### src/rtl/ehm_pkg.sv
package ehm_pkg;

  typedef logic [1:0] pair_t;

  // A pair counts toward the pattern run only when its two bits differ.
  function automatic logic pair_is_alt(input pair_t p);
    return p[1] ^ p[0];
  endfunction

endpackage

### src/rtl/ehm_const_run.sv
module ehm_const_run #(
  parameter int RUN_LIMIT = 64
) (
  input  logic clk,
  input  logic rst,
  input  logic en,
  input  logic bit_i,
  input  logic valid_i,
  output logic hit_nxt
);

  localparam int CW = $clog2(RUN_LIMIT + 2);
  localparam logic [CW-1:0] SAT = CW'(RUN_LIMIT + 1);

  logic [CW-1:0] cnt_q, cnt_d;
  logic          prev_q;
  logic          have_q;

  always_comb begin
    cnt_d = cnt_q;
    if (!en) begin
      cnt_d = '0;
    end else if (valid_i) begin
      if (have_q && (bit_i == prev_q)) begin
        cnt_d = (cnt_q == SAT) ? SAT : cnt_q + CW'(1);
      end else begin
        cnt_d = CW'(1);
      end
    end
  end

  assign hit_nxt = (cnt_d > CW'(RUN_LIMIT));

  always_ff @(posedge clk) begin
    if (rst || !en) begin
      cnt_q  <= '0;
      prev_q <= 1'b0;
      have_q <= 1'b0;
    end else if (valid_i) begin
      cnt_q  <= cnt_d;
      prev_q <= bit_i;
      have_q <= 1'b1;
    end
  end

endmodule

### src/rtl/ehm_pair_run.sv
module ehm_pair_run
  import ehm_pkg::*;
#(
  parameter int PAIR_LIMIT = 32
) (
  input  logic clk,
  input  logic rst,
  input  logic en,
  input  logic bit_i,
  input  logic valid_i,
  output logic hit_nxt
);

  localparam int PW = $clog2(PAIR_LIMIT + 2);
  localparam logic [PW-1:0] SAT = PW'(PAIR_LIMIT + 1);

  logic [PW-1:0] cnt_q, cnt_d;
  logic          phase_q;
  logic          first_q;
  pair_t         last_q;
  logic          have_q;
  pair_t         cur_pair;
  logic          pair_done;

  assign cur_pair  = {first_q, bit_i};
  assign pair_done = en && valid_i && phase_q;

  always_comb begin
    cnt_d = cnt_q;
    if (!en) begin
      cnt_d = '0;
    end else if (pair_done) begin
      if (!pair_is_alt(cur_pair)) begin
        cnt_d = '0;
      end else if (have_q && (cur_pair == last_q)) begin
        cnt_d = (cnt_q == SAT) ? SAT : cnt_q + PW'(1);
      end else begin
        cnt_d = PW'(1);
      end
    end
  end

  assign hit_nxt = (cnt_d > PW'(PAIR_LIMIT));

  always_ff @(posedge clk) begin
    if (rst || !en) begin
      cnt_q   <= '0;
      phase_q <= 1'b0;
      first_q <= 1'b0;
      last_q  <= '0;
      have_q  <= 1'b0;
    end else if (valid_i) begin
      if (!phase_q) begin
        first_q <= bit_i;
        phase_q <= 1'b1;
      end else begin
        cnt_q   <= cnt_d;
        last_q  <= cur_pair;
        have_q  <= 1'b1;
        phase_q <= 1'b0;
      end
    end
  end

endmodule

### src/rtl/ehm_status.sv
module ehm_status (
  input  logic clk,
  input  logic rst,
  input  logic en,
  input  logic hit_const,
  input  logic hit_pair,
  input  logic irq_en,
  input  logic clr_wr,
  input  logic clr_data,
  output logic live_err,
  output logic sticky_err,
  output logic irq
);

  logic live_d;
  logic rise;
  logic sw_clear;
  logic sticky_d;

  assign live_d   = en && (hit_const || hit_pair);
  assign rise     = live_d && !live_err;
  assign sw_clear = clr_wr && !clr_data;
  // A new fault wins over a clear arriving in the same cycle.
  assign sticky_d = rise || (sticky_err && !sw_clear);

  always_ff @(posedge clk) begin
    if (rst) begin
      live_err   <= 1'b0;
      sticky_err <= 1'b0;
      irq        <= 1'b0;
    end else begin
      live_err   <= live_d;
      sticky_err <= sticky_d;
      irq        <= sticky_d && irq_en;
    end
  end

endmodule

### src/rtl/entropy_health_mon.sv
module entropy_health_mon #(
  parameter int RUN_LIMIT  = 64,
  parameter int PAIR_LIMIT = 32
) (
  input  logic clk,
  input  logic rst,
  input  logic en,
  input  logic noise_bit,
  input  logic bit_valid,
  input  logic irq_en,
  input  logic clr_wr,
  input  logic clr_data,
  output logic live_err,
  output logic sticky_err,
  output logic irq
);

  logic hit_const;
  logic hit_pair;

  ehm_const_run #(.RUN_LIMIT(RUN_LIMIT)) u_const (
    .clk     (clk),
    .rst     (rst),
    .en      (en),
    .bit_i   (noise_bit),
    .valid_i (bit_valid),
    .hit_nxt (hit_const)
  );

  ehm_pair_run #(.PAIR_LIMIT(PAIR_LIMIT)) u_pair (
    .clk     (clk),
    .rst     (rst),
    .en      (en),
    .bit_i   (noise_bit),
    .valid_i (bit_valid),
    .hit_nxt (hit_pair)
  );

  ehm_status u_status (
    .clk        (clk),
    .rst        (rst),
    .en         (en),
    .hit_const  (hit_const),
    .hit_pair   (hit_pair),
    .irq_en     (irq_en),
    .clr_wr     (clr_wr),
    .clr_data   (clr_data),
    .live_err   (live_err),
    .sticky_err (sticky_err),
    .irq        (irq)
  );

endmodule

### config.mk
export PLATFORM = sky130hd
export DESIGN_NAME = entropy_health_mon
export DESIGN_NICKNAME = d
export VERILOG_FILES = /design/src/rtl/ehm_pkg.sv /design/src/rtl/ehm_const_run.sv /design/src/rtl/ehm_pair_run.sv /design/src/rtl/ehm_status.sv /design/src/rtl/entropy_health_mon.sv
export SDC_FILE = /design/constraint.sdc
export NUM_CORES = 1
export LEC_CHECK = 0
export BUFFER_PORTS_ARGS = -buffer_cell sky130_fd_sc_hd__clkbuf_2
export CAP_MARGIN = 20
export CORE_MARGIN = 5
export CORE_UTILIZATION = 45
export CTS_CLUSTER_DIAMETER = 120
export DETAILED_ROUTE_END_ITERATION = 8
export HOLD_SLACK_MARGIN = 0.03
export SYNTH_ARGS = -nofsm -noshare
export SYNTH_HDL_FRONTEND = slang
export SYNTH_SLANG_ARGS = --single-unit
### constraint.sdc
create_clock -name clk -period 3.3 [get_ports clk]
set_clock_uncertainty 0.05 [all_clocks]
set_input_delay 0.495 -clock clk [delete_from_list [all_inputs] [get_ports clk]]
set_output_delay 0.495 -clock clk [all_outputs]
set_load 0.02 [all_outputs]
==> impl_metrics.toml, run 1 <==
[pwr]
vdd_drop_max_v = 0.000188
p_leak_nw = 0.476
finalPower_uw = 460
pwr_density_cell_nw_per_um2 = 328

[cts]
clkSinkCount = 23
cts_tree = "built"
clock_latency_ns = 0.33
cts_buffers = 3
postCtsHoldBufs = 0
postCtsSetupBuffers = 0
cts_resized = 0
htree_levels = 1
root_buffer = "clkbuf_4"
clkSlewWorstSetupHoldPaths_ns = 0.15
cts_buffer_depth = 2

[synthesis]
synthTopCellsByArea = "dfxtp_1 (33%), nor2_1 (6.0%), nand2_1 (5.1%)"
ys.warnings.count = 0
synth_top_area_share = 0.332
syn_nets = 181
synth_edf_count = 0
synthCells = 169
ys_seq_area_frac = 0.332
netlist_area_um2 = 1390
ys.flop_type = "dfxtp_1"
syn_area_per_cell_um2 = 8.20
yosys.area.top_type = "dfxtp_1"
synth_cell_type_count = 46
ys_seq_elements = 23
synth_common_cells = "dfxtp_1 (23), nor2_1 (22), nand2_1 (19), a21oi_1 (13), nand3_1 (10)"
synth.most_common_cell = "dfxtp_1"
async_flop_share = 0

[die]
std_cell_rows = 20
die_h_um = 65.5
die_area_um2 = 4290
fp.dieW_um = 65.5
core-area_um2 = 3000
initial_utilization = 0.462
io_pins = 11

[critical_path]
crit_buf_inv = 0
startpoint = "u_pair.cnt_q[0]"
cp_slowest_cell = "nor4_1"
end_kind = "flip-flop"
ff2ff_setup_slack_ns = 1.03
reg2reg_from = "u_pair.cnt_q[0]"
critPathKind = "reg -> reg"
critical_path.max_stage_delay_ns = 0.52
crit_arrival_ns = 2.42
path_max_fanout = 7
crit_chain = "ha_1 > nand2_1 > nor4_1 > nor3b_1 > o41ai_1 > a31oi_1"
critical-path-top-delay-family = "simple AND/OR/NAND/NOR gates"
crit_path_start_kind = "flip-flop"
worstPathRequired_ns = 3.45

[worst_hold_path]
hold_path.startpoint = "irq_en"
hp-class = "in -> reg"

[timing]
fmax_ghz = 0.440
rsz0062_at_grt = "no"
setup-violations-final = 0
setup_ws_ns = 1.03
holdWs_ns = 0.323
worst_pin_slew_ns = 0.674
final.setup.tns_ns = 0
period_minus_slack_ns = 2.27
final_max_slew_viol_count = 0
timing.slew.headroom = 0.546
final_hold_viol_count = 0
post-route-period-util = 0.689

[grt]
grt_max_degree = 22
grt_pass1_wl_mm = 5.06
grt_pass1_vias = 1149
groute.usage.overall = 0.147
overflow = 0
antenna_found_initial = 0

[detailed_routing]
wire_per_inst_um = 14.0
drtPass1Iterations = 4
via_per_inst = 5.95
first_iter_violations = 126
totalWireLength_mm = 2.87
num_vias = 1220
drc_errors = 0
antenna_left = 0

[place]
dp_slack_ns = 0.961
dpl-instance-area_um2 = 1370
io_buffers = 10
place_congestion = 0.815
dp_hpwl_mm = 2.08
numPlacedInstances = 201

[final_layout]
diodes = 0
drive_above_1_share = 0.122
nNetsFinal = 185
stdcell_count = 205
syn2layout_area_growth_pct = 1.17
post-route-cell-area_um2 = 1400
post-route-util = 0.467

[flow_run]
maxCapViolations = 0

[run_status]
status = "complete, no violations"
==> path summary, 6_finish.rpt <==
check	cells past startpoint	end
worst max-delay path	6	u_status.irq
worst max register to register	6	u_status.irq
worst min-delay path	3	u_status.irq
worst min register to register	2	u_pair.last_q[1]
==> metal layers <==
layer | part of all wire | vias to the layer above | GRT usage
met5 | 0 | - | 0
met4 | 0.0073 | 0 | 0.0389
met3 | 0.036 | 4 | 0.0239
met2 | 0.44 | 25 | 0.239
met1 | 0.51 | 575 | 0.201
li1 | - | 616 | -
==> power breakdown <==
| group | internal, mW | total [mW] | switching [mW] |
|---|---|---|---|
| Combinational | 0.0129 | 0.0345 | 0.0216 |
| Sequential | 0.281 | 0.285 | 0.00452 |
| Clock | 0.0463 | 0.140 | 0.0941 |
| Total | 0.340 | 0.460 | 0.120 |
==> cells by family (layout without fill, tap and decap cells) <==
kind of cell,after synthesis,after routing,share of synthesized area
compound gates,47,47,0.233
xor+xnor,6,6,0.0379
fa+ha+maj,4,4,0.0361
buf+inv,19,22,0.100
flops,23,23,0.332
mux,1,1,0.00722
simple gates,69,69,0.254
==> layout make-up <==
cell class,instances,area (um^2)
inverter,7,26.3
clock buffer,3,22.5
tap,33,41.3
fill,314,1600
clock inverter,1,7.51
multi-input combinational,127,787
sequential,23,460
timing repair buffer,11,57.6
==> worst min-delay path, delay by kind of cell <==
kind                   cells  cell delay [ns]
AO/OA/AOI/OAI              1             0.03
buffers and inverters      2             0.13
==> placed cells by master (no fill, tap or decap), types with 2 or more instances in the layout <==
cell | netlist | layout
nor3_1 | 2 | 2
nand3_1 | 10 | 10
xnor2_1 | 4 | 4
a22oi_1 | 2 | 2
a211oi_1 | 4 | 4
a31oi_1 | 3 | 3
ha_1 | 4 | 4
clkbuf_2 | 0 | 10
o211ai_1 | 2 | 2
o41ai_1 | 2 | 2
o21ai_0 | 8 | 8
o31ai_1 | 2 | 2
a21oi_1 | 13 | 13
dfxtp_1 | 23 | 23
nand2_1 | 19 | 19
a311oi_1 | 2 | 2
nor4_1 | 2 | 2
nor2_1 | 22 | 22
nand2b_1 | 2 | 2
clkbuf_4 | 0 | 3
nand3b_1 | 2 | 2
xor2_1 | 2 | 2
inv_1 | 7 | 7
==> state kept, by name, summed over array words and instances (netlist names) <==
register,flops
u_pair.first_q,1
u_status.irq,1
u_status.live_err,1
u_status.sticky_err,1
u_const.prev_q,1
u_const.cnt_q,7
u_pair.have_q,1
u_const.have_q,1
u_pair.last_q,2
u_pair.phase_q,1
u_pair.cnt_q,6
(Power assumes the default switching activity.)
==> run 2, diff against run 1 <==
==> constraint.sdc (replaced) <==
create_clock -name clk -period 2.38 [get_ports clk]
set_clock_uncertainty 0.05 [all_clocks]
set_input_delay 0.357 -clock clk [delete_from_list [all_inputs] [get_ports clk]]
set_output_delay 0.357 -clock clk [all_outputs]
set_load 0.02 [all_outputs]
==> impl_metrics.toml, run 2 (synthesized netlist as in run 1, its figures left out) <==
[final_layout]
num-fill-cells = 301
diodes = 0
largestRegisters = "u_const.cnt_q (7), u_pair.cnt_q (6), u_pair.last_q (2)"
multi_input_area_um2 = 801
largest_register_ffs = 7
layout_commonest_cell = "dfxtp_1"
largest-register = "u_const.cnt_q"
ff_latch_area_um2 = 460
nNetsFinal = 190
post-route-util = 0.484
syn2layout_area_growth_pct = 4.87
drive_above_1_share = 0.158
mostFrequentLayoutCells = "dfxtp_1 (23), nor2_1 (22), nand2_1 (19)"

[timing]
final.setup.tns_ns = 0
fmax_ghz = 0.470
rsz0062_at_grt = "no"
final_max_slew_viol_count = 0
period_minus_slack_ns = 2.13
setup-violations-final = 0
worst_pin_slew_ns = 0.451
final_hold_viol_count = 0
timing.slew.headroom = 0.697
post-route-period-util = 0.895

[die]
io_pins = 11
core-area_um2 = 3000
std_cell_rows = 20
fp.dieW_um = 65.5
initial_utilization = 0.462
die_h_um = 65.5
die_area_um2 = 4290

[grt]
grt_pass1_wl_mm = 5.22
grt_max_degree = 22
grt_pass1_vias = 1141
antenna_found_initial = 0
groute.usage.overall = 0.151
overflow = 0

[pwr]
netSwitchingPower_uw = 167
pwr-share-clk = 0.302
switching_share = 0.260
power.share.sequential = 0.615
p_comb_frac = 0.084
p_leak_nw = 0.512
pwr_density_cell_nw_per_um2 = 441
power.internal_uw = 475
vdd_drop_max_v = 0.000152

[critical_path]
startpoint = "u_pair.cnt_q[0]"
critical-path-top-delay-family = "compound AO/OA/AOI/OAI gates"
cp_slowest_cell = "dfxtp_1"
critPathKind = "reg -> reg"
crit_chain = "ha_1 > nand2_1 > o311ai_1 > o21ai_0 > o41a_1 > o41ai_2 > a31oi_1"
reg2reg_from = "u_pair.cnt_q[0]"
crit_path_start_kind = "flip-flop"
crit_buf_inv = 0
critical_path.max_stage_delay_ns = 0.48
crit_arrival_ns = 2.28
ff2ff_setup_slack_ns = 0.25
path_max_fanout = 7
end_kind = "flip-flop"
worstPathRequired_ns = 2.53

[detailed_routing]
first_iter_violations = 168
drc_errors = 0
via_per_inst = 6.03
num_vias = 1266
totalWireLength_mm = 2.98
antenna_left = 0
drtPass1Iterations = 4
wire_per_inst_um = 14.2

[place]
place_congestion = 0.917
io_buffers = 10
dp_hpwl_mm = 2.18

[cts]
clkSlewWorstSetupHoldPaths_ns = 0.15
clock_latency_ns = 0.32
clkSinkCount = 23
cts_buffer_depth = 2
htree_levels = 1
root_buffer = "clkbuf_4"
cts_resized = 0
postCtsSetupBuffers = 0
postCtsHoldBufs = 0
cts_buffers = 3
cts_tree = "built"

[worst_hold_path]
hold_path.startpoint = "irq_en"
hp-class = "in -> reg"

[flow_run]
maxCapViolations = 0

[run_status]
status = "complete, no violations"
## run 2: cell types whose count changed in the layout (fill, tap and decap cells not counted)
cell,delta
o41ai_1,-1
o41ai_2,+1
nor4_1,-1
buf_4,+5
nor4_2,+1
## run 2: power by group through the flow
stage                     registers (mW)  clock network [mW]  logic, mW
after floorplan                    0.401                   0     0.0395
after global placement             0.402                   0     0.0529
after global routing               0.395               0.218     0.0605
after CTS                          0.394               0.206     0.0534
final                              0.394               0.194     0.0536
after detailed placement           0.402                   0     0.0533
## run 2: worst min-delay path: stages
cell      delay, ns
clkbuf_2       0.08
inv_1          0.04
a31oi_1        0.03
## run 2: area by class of cell
type | count | area share
multi-input combinational | 127 | 0.551
inverter | 7 | 0.0181
timing repair buffer | 16 | 0.0654
sequential | 23 | 0.317
tap | 33 | 0.0284
clock buffer | 3 | 0.0155
clock inverter | 1 | 0.00516
## run 2: final timing paths
kind | endpoint | cells after the start
max | u_status.irq | 7
min | u_status.irq | 3
max reg2reg | u_status.irq | 7
min reg2reg | u_pair.last_q[1] | 2
## run 2: layer usage
layer / routed length, um / GRT usage
met5: 0 / 0
met1: 1500 / 0.223
met4: 28 / 0.0389
met2: 1240 / 0.226
met3: 203 / 0.0239
## run 2: stage by stage
stage	power [mW]	instances	instance area [um^2]	setup slack (ns)	hold slack, ns
detailed placement	0.456	206	1410	0.207	0.414
floorplan	0.441	169	1390	0.437	0.398
global route	0.673	210	1450	0.0810	0.174
global placement	0.455	206	1410	0.308	0.405
CTS	0.653	210	1440	0.161	0.162
finish	0.641	210	1450	0.251	0.171
==> run 3, diff against run 2 <==
--- a/config.mk
+++ b/config.mk
@@ -12,6 +12,7 @@
 export CTS_CLUSTER_DIAMETER = 120
 export DETAILED_ROUTE_END_ITERATION = 8
 export HOLD_SLACK_MARGIN = 0.03
+export REMOVE_ABC_BUFFERS = 1
 export SYNTH_ARGS = -nofsm -noshare
 export SYNTH_HDL_FRONTEND = slang
 export SYNTH_SLANG_ARGS = --single-unit
==> impl_metrics.toml, run 3 (synthesized netlist as in run 1, its figures left out) <==
[run_status]
status = "complete, no violations"

[place]
io_buffers = 10
place_congestion = 0.949
dp_hpwl_mm = 2.24

[critical_path]
crit_path_start_kind = "flip-flop"
end_kind = "flip-flop"
worstPathRequired_ns = 2.53
crit_arrival_ns = 2.33
path_max_fanout = 7
critPathKind = "reg -> reg"

[cts]
postCtsHoldBufs = 0
cts_buffers = 3
clock_latency_ns = 0.31
cts_resized = 0
clkSinkCount = 23
cts_tree = "built"
cts_buffer_depth = 2
postCtsSetupBuffers = 0
clkSlewWorstSetupHoldPaths_ns = 0.13
htree_levels = 1
root_buffer = "clkbuf_4"

[pwr]
vdd_drop_max_v = 0.000178
power.internal_uw = 476
netSwitchingPower_uw = 161
pwr-share-clk = 0.297
pwr_density_cell_nw_per_um2 = 441
finalPower_uw = 637
switching_share = 0.253
power.share.sequential = 0.618
p_leak_nw = 0.508
p_comb_frac = 0.086

[timing]
final_max_slew_viol_count = 0
post-route-period-util = 0.919
final.setup.tns_ns = 0
timing.slew.headroom = 0.572
period_minus_slack_ns = 2.19
final_hold_viol_count = 0
rsz0062_at_grt = "no"
setup-violations-final = 0
worst_pin_slew_ns = 0.636
fmax_ghz = 0.457

[detailed_routing]
drc_errors = 0
totalWireLength_mm = 3.06
wire_per_inst_um = 14.5
drtPass1Iterations = 4
first_iter_violations = 39
num_vias = 1244
via_per_inst = 5.90
antenna_left = 0

[grt]
antenna_found_initial = 0
grt_max_degree = 22
groute.usage.overall = 0.152
overflow = 0
grt_pass1_wl_mm = 5.18
grt_pass1_vias = 1179

[worst_hold_path]
hp-class = "in -> reg"

[final_layout]
drive_above_1_share = 0.146
nNetsFinal = 191
post-route-util = 0.481
layout_commonest_cell = "dfxtp_1"
largest_register_ffs = 7
diodes = 0
syn2layout_area_growth_pct = 4.15
mostFrequentLayoutCells = "dfxtp_1 (23), nor2_1 (22), nand2_1 (19)"
largest-register = "u_const.cnt_q"
largestRegisters = "u_const.cnt_q (7), u_pair.cnt_q (6), u_pair.last_q (2)"

[die]
core-area_um2 = 3000
fp.dieW_um = 65.5
io_pins = 11
die_h_um = 65.5
std_cell_rows = 20
initial_utilization = 0.462
die_area_um2 = 4290

[flow_run]
maxCapViolations = 0
-- run 3: power groups by stage --
| stage | clock (mW) | sequential (mW) | combinational [mW] |
|---|---|---|---|
| 4_1_cts | 0.198 | 0.394 | 0.0550 |
| 2_1_floorplan | 0 | 0.402 | 0.0286 |
| 3_3_place_gp | 0 | 0.402 | 0.0538 |
| 6_report | 0.189 | 0.394 | 0.0546 |
| 3_5_place_dp | 0 | 0.402 | 0.0547 |
| 5_1_grt | 0.214 | 0.395 | 0.0615 |
-- run 3: stage by stage --
stage	cell area (um^2)	instances	hold WS, ns	setup WS, ns
after global placement	1420	207	0.406	0.282
after CTS	1440	211	0.163	0.182
final	1440	211	0.171	0.194
after detailed placement	1420	207	0.416	0.199
after global routing	1440	211	0.148	0.0545
after floorplan	1270	157	0.398	0.437
-- run 3: critical path, cell delays in order (launching register included) --
cell and delay, ns:
dfxtp_1 0.46, ha_1 0.18, nand2_1 0.06, o311ai_1 0.22, o21ai_0 0.16, o41a_1 0.41, o41ai_1 0.39, a31oi_1 0.14
-- run 3: worst paths after layout --
path | from | end | slack, ns | cells past startpoint
setup / recovery | u_pair.cnt_q[0] | u_status.irq | 0.19 | 7
hold reg to reg | u_pair.last_q[0] | u_pair.last_q[0] | 0.43 | 2
setup reg to reg | u_pair.cnt_q[0] | u_status.irq | 0.19 | 7
hold / removal | irq_en | u_status.irq | 0.17 | 3
-- run 3: per-layer routing --
metal / GRT usage / vias to the layer above / part of all wire
met2: 0.267 / 26 / 0.48
met3: 0.0222 / 8 / 0.031
li1: - / 629 / -
met1: 0.185 / 581 / 0.46
met4: 0.0596 / 0 / 0.022
met5: 0 / - / 0
-- run 3: final cells by class --
| class | instances | area, um^2 |
|---|---|---|
| Multi-Input combinational cell | 127 | 787 |
| Inverter | 7 | 26.3 |
| Sequential cell | 23 | 460 |
| Tap cell | 33 | 41.3 |
| Timing Repair Buffer | 17 | 103 |
| Clock buffer | 4 | 26.3 |
| Fill cell | 318 | 1560 |
